### config.mk
export PLATFORM = sky130hd
export DESIGN_NAME = ddr2_cmd_decoder
export DESIGN_NICKNAME = d
export VERILOG_FILES = /design/src/rtl/ddr2_cmd_pkg.sv /design/src/rtl/ddr2_pin_decode.sv /design/src/rtl/ddr2_bank_guard.sv /design/src/rtl/ddr2_col_pipe.sv /design/src/rtl/ddr2_cmd_decoder.sv
export SDC_FILE = /design/constraint.sdc
export NUM_CORES = 1
export LEC_CHECK = 0
export BUFFER_PORTS_ARGS = -buffer_cell sky130_fd_sc_hd__clkbuf_2
export CORE_ASPECT_RATIO = 1.1
export CORE_UTILIZATION = 66
export CTS_BUF_LIST = sky130_fd_sc_hd__clkbuf_8
export DETAILED_ROUTE_END_ITERATION = 10
export GPL_TIMING_DRIVEN = 1
export PLACE_DENSITY_LB_ADDON = 0.05
export SKIP_CTS_REPAIR_TIMING = 1
export SYNTH_ARGS = -nofsm -noshare
export SYNTH_HDL_FRONTEND = slang
export SYNTH_HIERARCHICAL = 1
export SYNTH_SLANG_ARGS = --single-unit
### constraint.sdc
create_clock -name clk -period 5.9 [get_ports clk]
set_input_delay 0.885 -clock clk [delete_from_list [all_inputs] [get_ports clk]]
set_output_delay 0.885 -clock clk [all_outputs]
set_load 0.01 [all_outputs]
### src/rtl/ddr2_cmd_pkg.sv
package ddr2_cmd_pkg;

    localparam int BANK_W = 2;
    localparam int COL_W  = 9;
    localparam int AL_W   = 3;
    localparam int CL_W   = 3;
    localparam int CMD_W  = 3;

    typedef enum logic [CMD_W-1:0] {
        CMD_DESEL = 3'd0,
        CMD_NOP   = 3'd1,
        CMD_ACT   = 3'd2,
        CMD_RD    = 3'd3,
        CMD_WR    = 3'd4,
        CMD_OTHER = 3'd5
    } cmd_e;

    typedef struct packed {
        logic              valid;
        logic              is_wr;
        logic [BANK_W-1:0] bank;
        logic [COL_W-1:0]  col;
    } colcmd_t;

    function automatic cmd_e classify(input logic cs_n, input logic ras_n,
                                      input logic cas_n, input logic we_n);
        cmd_e c;
        if (cs_n) begin
            c = CMD_DESEL;
        end else begin
            case ({ras_n, cas_n, we_n})
                3'b111:  c = CMD_NOP;
                3'b011:  c = CMD_ACT;
                3'b101:  c = CMD_RD;
                3'b100:  c = CMD_WR;
                default: c = CMD_OTHER;
            endcase
        end
        return c;
    endfunction

    function automatic logic is_column(input cmd_e c);
        return (c == CMD_RD) || (c == CMD_WR);
    endfunction

endpackage

### src/rtl/ddr2_pin_decode.sv
module ddr2_pin_decode
    import ddr2_cmd_pkg::*;
(
    input  logic              cs_n,
    input  logic              ras_n,
    input  logic              cas_n,
    input  logic              we_n,
    input  logic [BANK_W-1:0] bank,
    input  logic [COL_W-1:0]  addr,
    output cmd_e              cmd,
    output colcmd_t           col
);
    always_comb begin
        cmd       = classify(cs_n, ras_n, cas_n, we_n);
        col.valid = is_column(cmd);
        col.is_wr = (cmd == CMD_WR);
        col.bank  = bank;
        col.col   = addr;
    end
endmodule

### src/rtl/ddr2_bank_guard.sv
module ddr2_bank_guard
    import ddr2_cmd_pkg::*;
#(
    parameter int TRCD_CYC = 3
) (
    input  logic              clk,
    input  logic              rst,
    input  cmd_e              cmd,
    input  logic [BANK_W-1:0] bank,
    input  logic              al_zero,
    output logic              tccd_err,
    output logic              bank_err,
    output logic              early_err
);
    localparam int NUM_BANKS = 1 << BANK_W;
    localparam int AGE_W     = $clog2(TRCD_CYC) + 1;
    localparam int AGE_SAT   = TRCD_CYC - 1;

    logic [NUM_BANKS-1:0] open_vec;
    logic [NUM_BANKS-1:0] young_vec;
    logic                 prev_col;
    logic                 col_now;

    assign col_now = is_column(cmd);

    for (genvar b = 0; b < NUM_BANKS; b++) begin : g_bank
        logic             open_r;
        logic [AGE_W-1:0] age_r;

        always_ff @(posedge clk) begin
            if (rst) begin
                open_r <= 1'b0;
                age_r  <= '0;
            end else if (cmd == CMD_ACT && bank == BANK_W'(b)) begin
                open_r <= 1'b1;
                age_r  <= '0;
            end else if (age_r < AGE_W'(AGE_SAT)) begin
                age_r  <= age_r + 1'b1;
            end
        end

        assign open_vec[b]  = open_r;
        assign young_vec[b] = (age_r < AGE_W'(AGE_SAT));
    end

    always_ff @(posedge clk) begin
        if (rst) begin
            prev_col  <= 1'b0;
            tccd_err  <= 1'b0;
            bank_err  <= 1'b0;
            early_err <= 1'b0;
        end else begin
            prev_col  <= col_now;
            tccd_err  <= col_now && prev_col;
            bank_err  <= col_now && !open_vec[bank];
            early_err <= col_now && open_vec[bank] && young_vec[bank] && al_zero;
        end
    end
endmodule

### src/rtl/ddr2_col_pipe.sv
module ddr2_col_pipe
    import ddr2_cmd_pkg::*;
#(
    parameter int MAX_AL = 5,
    parameter int MAX_CL = 6
) (
    input  logic            clk,
    input  logic            rst,
    input  colcmd_t         col_in,
    input  logic [AL_W-1:0] al,
    input  logic [CL_W-1:0] cl,
    output colcmd_t         issue,
    output logic            rd_start,
    output logic            wr_start
);
    localparam int DEPTH = MAX_AL + MAX_CL + 1;
    localparam int IDX_W = $clog2(DEPTH);
    localparam int SUM_W = IDX_W + 1;

    colcmd_t stage [DEPTH];

    logic [SUM_W-1:0] iss_i;
    logic [SUM_W-1:0] rd_i;
    logic [SUM_W-1:0] wr_i;
    colcmd_t          rd_tap;
    colcmd_t          wr_tap;

    always_ff @(posedge clk) begin
        if (rst) begin
            for (int k = 0; k < DEPTH; k++) stage[k] <= '0;
        end else begin
            stage[0] <= col_in;
            for (int k = 1; k < DEPTH; k++) stage[k] <= stage[k-1];
        end
    end

    always_comb begin
        iss_i  = SUM_W'(al);
        rd_i   = SUM_W'(al) + SUM_W'(cl);
        wr_i   = rd_i - 1'b1;
        issue  = (iss_i < SUM_W'(DEPTH)) ? stage[iss_i[IDX_W-1:0]] : '0;
        rd_tap = (rd_i  < SUM_W'(DEPTH)) ? stage[rd_i[IDX_W-1:0]]  : '0;
        wr_tap = (rd_i != '0 && wr_i < SUM_W'(DEPTH)) ? stage[wr_i[IDX_W-1:0]] : '0;
        rd_start = rd_tap.valid && !rd_tap.is_wr;
        wr_start = wr_tap.valid && wr_tap.is_wr;
    end
endmodule

### src/rtl/ddr2_cmd_decoder.sv
module ddr2_cmd_decoder
    import ddr2_cmd_pkg::*;
#(
    parameter int TRCD_CYC = 3,
    parameter int MAX_AL   = 5,
    parameter int MAX_CL   = 6
) (
    input  logic              clk,
    input  logic              rst,
    input  logic              cs_n,
    input  logic              ras_n,
    input  logic              cas_n,
    input  logic              we_n,
    input  logic [BANK_W-1:0] bank,
    input  logic [COL_W-1:0]  addr,
    input  logic [AL_W-1:0]   cfg_al,
    input  logic [CL_W-1:0]   cfg_cl,
    output logic [CMD_W-1:0]  dec_cmd,
    output logic              col_strobe,
    output logic              col_is_wr,
    output logic [BANK_W-1:0] col_bank,
    output logic [COL_W-1:0]  col_addr,
    output logic              rd_win_start,
    output logic              wr_win_start,
    output logic              tccd_err,
    output logic              bank_err,
    output logic              early_err
);
    cmd_e    cmd_now;
    cmd_e    cmd_q;
    colcmd_t col_now;
    colcmd_t col_iss;

    ddr2_pin_decode u_decode (
        .cs_n  (cs_n),
        .ras_n (ras_n),
        .cas_n (cas_n),
        .we_n  (we_n),
        .bank  (bank),
        .addr  (addr),
        .cmd   (cmd_now),
        .col   (col_now)
    );

    ddr2_bank_guard #(.TRCD_CYC(TRCD_CYC)) u_guard (
        .clk       (clk),
        .rst       (rst),
        .cmd       (cmd_now),
        .bank      (bank),
        .al_zero   (cfg_al == '0),
        .tccd_err  (tccd_err),
        .bank_err  (bank_err),
        .early_err (early_err)
    );

    ddr2_col_pipe #(.MAX_AL(MAX_AL), .MAX_CL(MAX_CL)) u_pipe (
        .clk      (clk),
        .rst      (rst),
        .col_in   (col_now),
        .al       (cfg_al),
        .cl       (cfg_cl),
        .issue    (col_iss),
        .rd_start (rd_win_start),
        .wr_start (wr_win_start)
    );

    always_ff @(posedge clk) begin
        if (rst) cmd_q <= CMD_DESEL;
        else     cmd_q <= cmd_now;
    end

    assign dec_cmd    = cmd_q;
    assign col_strobe = col_iss.valid;
    assign col_is_wr  = col_iss.is_wr;
    assign col_bank   = col_iss.bank;
    assign col_addr   = col_iss.col;
endmodule

==> results of run 1 <==
per-stage QoR:
step	power [mW]	setup slack, ns	area, um2	util	std cells
6_report	1.96	1.25	5990	0.753	618
5_1_grt	2.05	1.07	5990	0.753	618
4_1_cts	1.97	1.27	5990	0.753	618
3_5_place_dp	1.23	1.28	5590	0.703	587
3_3_place_gp	1.22	1.36	5590	0.703	587
2_1_floorplan	1.19	2.00	5470	-	471
area by class of cell:
| class | count | area (um2) | share of cell area |
|---|---|---|---|
| clock buffers | 20 | 275 | 0.0460 |
| clock inverters | 11 | 125 | 0.0209 |
| inverters | 10 | 37.5 | 0.00627 |
| multi-input cells | 289 | 2480 | 0.414 |
| flip-flops and latches | 135 | 2700 | 0.451 |
| well taps | 108 | 135 | 0.0226 |
| repair buffers | 45 | 233 | 0.0389 |
power by group:
| group | internal (mW) | leakage [nW] | total [mW] | switching, mW |
|---|---|---|---|---|
| logic | 0.108 | 1.20 | 0.225 | 0.116 |
| registers | 0.956 | 1.10 | 0.988 | 0.0316 |
| clock network | 0.407 | 0.195 | 0.743 | 0.336 |
| total | 1.47 | 2.50 | 1.96 | 0.483 |
flip-flops by register name, indices dropped and copies added, names as in the netlist:
register	flops
u_guard/g_bank.open_r	4
u_guard/tccd_err	1
u_guard/early_err	1
u_guard/g_bank.age_r	12
dec_cmd	3
u_guard/bank_err	1
u_guard/prev_col	1
u_pipe/stage	112
metal layers:
layer,GRT usage,part of all wire,vias to the layer above
met4,0.0695,0.015,0
li1,-,-,1671
met2,0.375,0.48,69
met1,0.290,0.47,1592
met5,0,0,-
met3,0.0671,0.036,13
worst max path at each step:
stage | end | slack, ns
2_1_floorplan | wr_win_start | 2.00
3_3_place_gp | wr_win_start | 1.36
3_5_place_dp | wr_win_start | 1.28
4_1_cts | wr_win_start | 1.27
5_1_grt | wr_win_start | 1.07
6_report | wr_win_start | 1.25
cell usage in the layout (no fill, tap or decap), types with 7 or more instances in the layout:
cell type,n
clkbuf_8,20
mux2_2,13
o21a_1,7
a21oi_1,11
nor2_1,23
dfxtp_1,135
inv_1,11
clkbuf_2,42
nor2b_1,118
ha_1,9
o21ai_0,10
nand2_1,11
mux4_1,24
cells by family (layout without fill, tap and decap cells):
group | after synthesis | after routing | synth area share
AOI/OAI and AO/OA | 51 | 51 | 0.0668
xor gates and xnor gates | 8 | 8 | 0.0128
adders and majority gates | 10 | 10 | 0.0243
buffers and inverters | 47 | 86 | 0.0522
DFF | 135 | 135 | 0.494
muxes | 40 | 40 | 0.154
and+or+nand+nor | 180 | 180 | 0.195
==> flow_summary.json, run 1 <==
{
  "status": "finished clean",
  "syn_area_um2": 5470,
  "vias_per_cell": 5.41,
  "fin_crit_sh": 0.788,
  "ir_drop_uv": 225,
  "h-tree-depth": 4,
  "crit_fanout": 29,
  "synth_top_area_frac": 0.494,
  "timing.rr.end": "u_guard/early_err",
  "async_flop_share": 0,
  "yosysWarnings": 6,
  "fmax_mhz": 215,
  "syn_inst": 471,
  "initial_core_util": 0.687,
  "grt_pass1_wl_um": 15100,
  "cp_cell_sequence": "clkbuf_2 > fa_1 > inv_1 > ha_1 > o21ai_0 > a22oi_1 > o21ai_0 > o221a_2 > clkbuf_2",
  "rows": 34,
  "finalClockSkew_ns": 0.00975,
  "startpoint_type": "input port",
  "cp.depth": 9,
  "drt_iter0_markers": 167,
  "max_stage_delay_ns": 0.91,
  "p_leak_nw": 2.50,
  "fin_tns_setup_ns": 0,
  "setup_viol": 0,
  "gr-total-overflow": 0,
  "cap_violations": 0,
  "cts_tree": "yes",
  "place_hpwl_um": 5710,
  "cp-startpoint": "cfg_al[1]",
  "finalWirelength_um": 8940,
  "areaGrowthSynthToFinish_pct": 9.52,
  "whs_endpoint": "u_pipe/stage[3][9]",
  "syn_nets": 504,
  "yosysSeqAreaShare": 0.494,
  "synth_ff_type": "dfxtp_1",
  "clk_root_buffer_cell": "clkbuf_8",
  "hp-class": "register to register",
  "p_per_area_nw_per_um2": 326,
  "syn_area_per_cell_um2": 11.6,
  "drt-pass1-iter-count": 4,
  "r2r_slack_ns": 4.72,
  "ant_nets": 0,
  "gp_congestion": 0.821,
  "die_x_um": 88.8,
  "crit_arrival_ns": 3.76,
  "clk_latency_ns": 0.41,
  "slowest_stage": "fa_1",
  "cts.sinks": 135,
  "grt_pass1_vias": 3354,
  "ios": 44,
  "finalHoldViolCount": 0,
  "grt_max_degree": 85,
  "worstSetupEndpointType": "primary output",
  "drv_slew": 0,
  "drive_above_1_share": 0.194,
  "reg2regPathDepth": 3,
  "cp_num_buf_inv": 3,
  "fin_nets": 531,
  "antenna_found_initial": 0,
  "dieArea_um2": 8650,
  "min_path_cells": 1,
  "die_h_um": 97.5,
  "ys_seq_elements": 135,
  "holdWs_ns": 0.453,
  "clk_path_buf_depth": 2,
  "cts_buffers": 17,
  "cp_top_family": "adder cells",
  "synth_most_common_cell": "dfxtp_1",
  "yosysTopAreaCell": "dfxtp_1",
  "cp.required_ns": 5.02,
  "min_from": "u_pipe/stage[2][9]",
  "synth_enable_flop_cells": 0,
  "fillers": 549,
  "portBuffers": 43,
  "rsz0062_at_grt": "no",
  "clkSlewWorstSetupHoldPaths_ns": 0.08,
  "drc": 0,
  "core_area_um2": 7960,
  "crit_type": "input port to primary output",
  "period_needed_ns": 4.65,
  "tightest_slew_ns": 0.772,
  "r2r-start": "u_guard/g_bank[2].age_r[1]",
  "ys_types": 47,
  "dr_total_vias": 3345,
  "relSlewSlack": 0.485,
  "wire_per_inst_um": 14.5,
  "synth_area_leaders": "dfxtp_1, nor2b_1, mux4_1",
  "synthTopCellsByCount": "dfxtp_1, nor2b_1, mux4_1",
  "diodes": 0,
  "grtUsageTotal": 0.229
}
No activity file was read; power rests on OpenSTA's default activity.
==> run 2, diff against run 1 <==
CORE_UTILIZATION = 56   (was 66)
clock period = 4.1 ns   (was 5.9 ns; I/O delays follow)
==> run 2 against run 1 <==
Utilization is 11 points lower. Register-to-register slack got worse by 1.8 ns. Die area up 17%. Critical endpoint unchanged. Largest cell class unchanged.
==> flow_summary.json, run 2 (synthesis gave the netlist of run 1 again) <==
{
  "status": "finished clean",
  "worstSetupEndpointType": "primary output",
  "placed_area_um2": 5620,
  "startpoint_type": "input port",
  "p_leak_nw": 2.53,
  "final_area_um2": 6040,
  "fin_crit_sh": 0.901,
  "dieArea_um2": 10200,
  "min_from": "addr[6]",
  "core_area_um2": 9440,
  "tightest_slew_ns": 0.761,
  "wire_per_inst_um": 14.2,
  "cts_buffers": 17,
  "grt_busiest_layer": "met2",
  "antenna_found_initial": 0,
  "rows": 37,
  "final_cell_mix": "dfxtp_1, nor2b_1, clkbuf_2, mux4_1, nor2_1",
  "p_per_area_nw_per_um2": 477,
  "crit_fanout": 12,
  "cap_violations": 0,
  "fillers": 773,
  "crit_arrival_ns": 3.08,
  "cp.required_ns": 3.48,
  "place_hpwl_um": 5680,
  "gp_congestion": 0.802,
  "period_needed_ns": 3.69,
  "reg.largest.list": "u_pipe/stage x112, u_guard/g_bank.age_r x12, u_guard/g_bank.open_r x4",
  "h-tree-depth": 4,
  "cp-startpoint": "cfg_al[0]",
  "setup_viol": 0,
  "drt-pass1-iter-count": 4,
  "ios": 44,
  "drc": 0,
  "diodes": 0,
  "met2_usage": 0.304,
  "clkSlewWorstSetupHoldPaths_ns": 0.08,
  "finalWirelength_um": 8980,
  "place_ws_ns": 0.370,
  "die_x_um": 96.2,
  "die_h_um": 106,
  "grt_pass1_wl_um": 14800,
  "timing.final.ws_setup_ns": 0.406,
  "fin_nets": 533,
  "vias_per_cell": 5.27,
  "grt_pass1_vias": 3264,
  "drv_slew": 0,
  "drive_above_1_share": 0.201,
  "grt_max_degree": 80,
  "crit_type": "input port to primary output",
  "fmax_mhz": 271,
  "clk_path_buf_depth": 2,
  "initial_core_util": 0.579,
  "dr_total_vias": 3320,
  "fin_tns_setup_ns": 0,
  "cts.sinks": 135,
  "hp-class": "input port to register",
  "gr-total-overflow": 0,
  "finalClockSkew_ns": 0.00698,
  "grt_use_met1": 0.240,
  "finalHoldViolCount": 0,
  "relSlewSlack": 0.492,
  "grtUsageTotal": 0.192,
  "largest_register_ffs": 112,
  "portBuffers": 43,
  "ant_nets": 0,
  "r2r-start": "u_guard/g_bank[2].age_r[1]",
  "clk_root_buffer_cell": "clkbuf_8",
  "holdWs_ns": 0.388,
  "final_common_cell": "dfxtp_1",
  "ir_drop_uv": 326,
  "drt_iter0_markers": 91,
  "clk_latency_ns": 0.43,
  "cts_tree": "yes",
  "regMostFlops": "u_pipe/stage",
  "areaGrowthSynthToFinish_pct": 10.4,
  "met3_usage": 0.0548,
  "rsz0062_at_grt": "no"
}
==> run 2: through the flow <==
stage               power (mW)   util  instances
floorplan                 1.71      -        471
global placement          1.76  0.595        598
detailed placement        1.78  0.595        598
CTS                       2.92  0.639        630
global route              3.02  0.639        630
finish                    2.88  0.639        630
==> run 2: worst max-delay path: stages <==
cell and delay (ns):
clkbuf_2 0.09, ha_1 0.22, fa_1 0.69, inv_1 0.13, ha_1 0.49, o21ai_0 0.18
a22oi_1 0.16, o21ai_0 0.10, o221a_2 0.28, clkbuf_2 0.12
==> run 2: report_power, final <==
group | total [mW] | internal [mW] | switching (mW)
sequential | 1.42 | 1.38 | 0.0440
combinational | 0.328 | 0.158 | 0.169
clock | 1.13 | 0.622 | 0.512
total | 2.88 | 2.16 | 0.725
==> run 2: final timing paths <==
kind                                            to  slack [ns]  depth (start not counted)
worst max-delay path                  wr_win_start        0.41                         10
worst min-delay path            u_pipe/stage[0][6]        0.39                          2
worst max register to register   u_guard/early_err        2.88                          3
worst min register to register    u_guard/tccd_err        0.43                          1
==> run 2: layer usage <==
metal	wire length, um	up-vias
met5	0	-
met4	170	0
met3	311	15
met2	4210	43
met1	4290	1587
li1	-	1675
==> run 2: cell type report <==
cell class | count | area (um2) | area share
Sequential cell | 135 | 2700 | 0.448
Clock buffer | 18 | 248 | 0.0410
Multi-Input combinational cell | 289 | 2480 | 0.411
Clock inverter | 14 | 174 | 0.0288
Inverter | 10 | 37.5 | 0.00622
Timing Repair Buffer | 47 | 248 | 0.0410
Tap cell | 117 | 146 | 0.0242
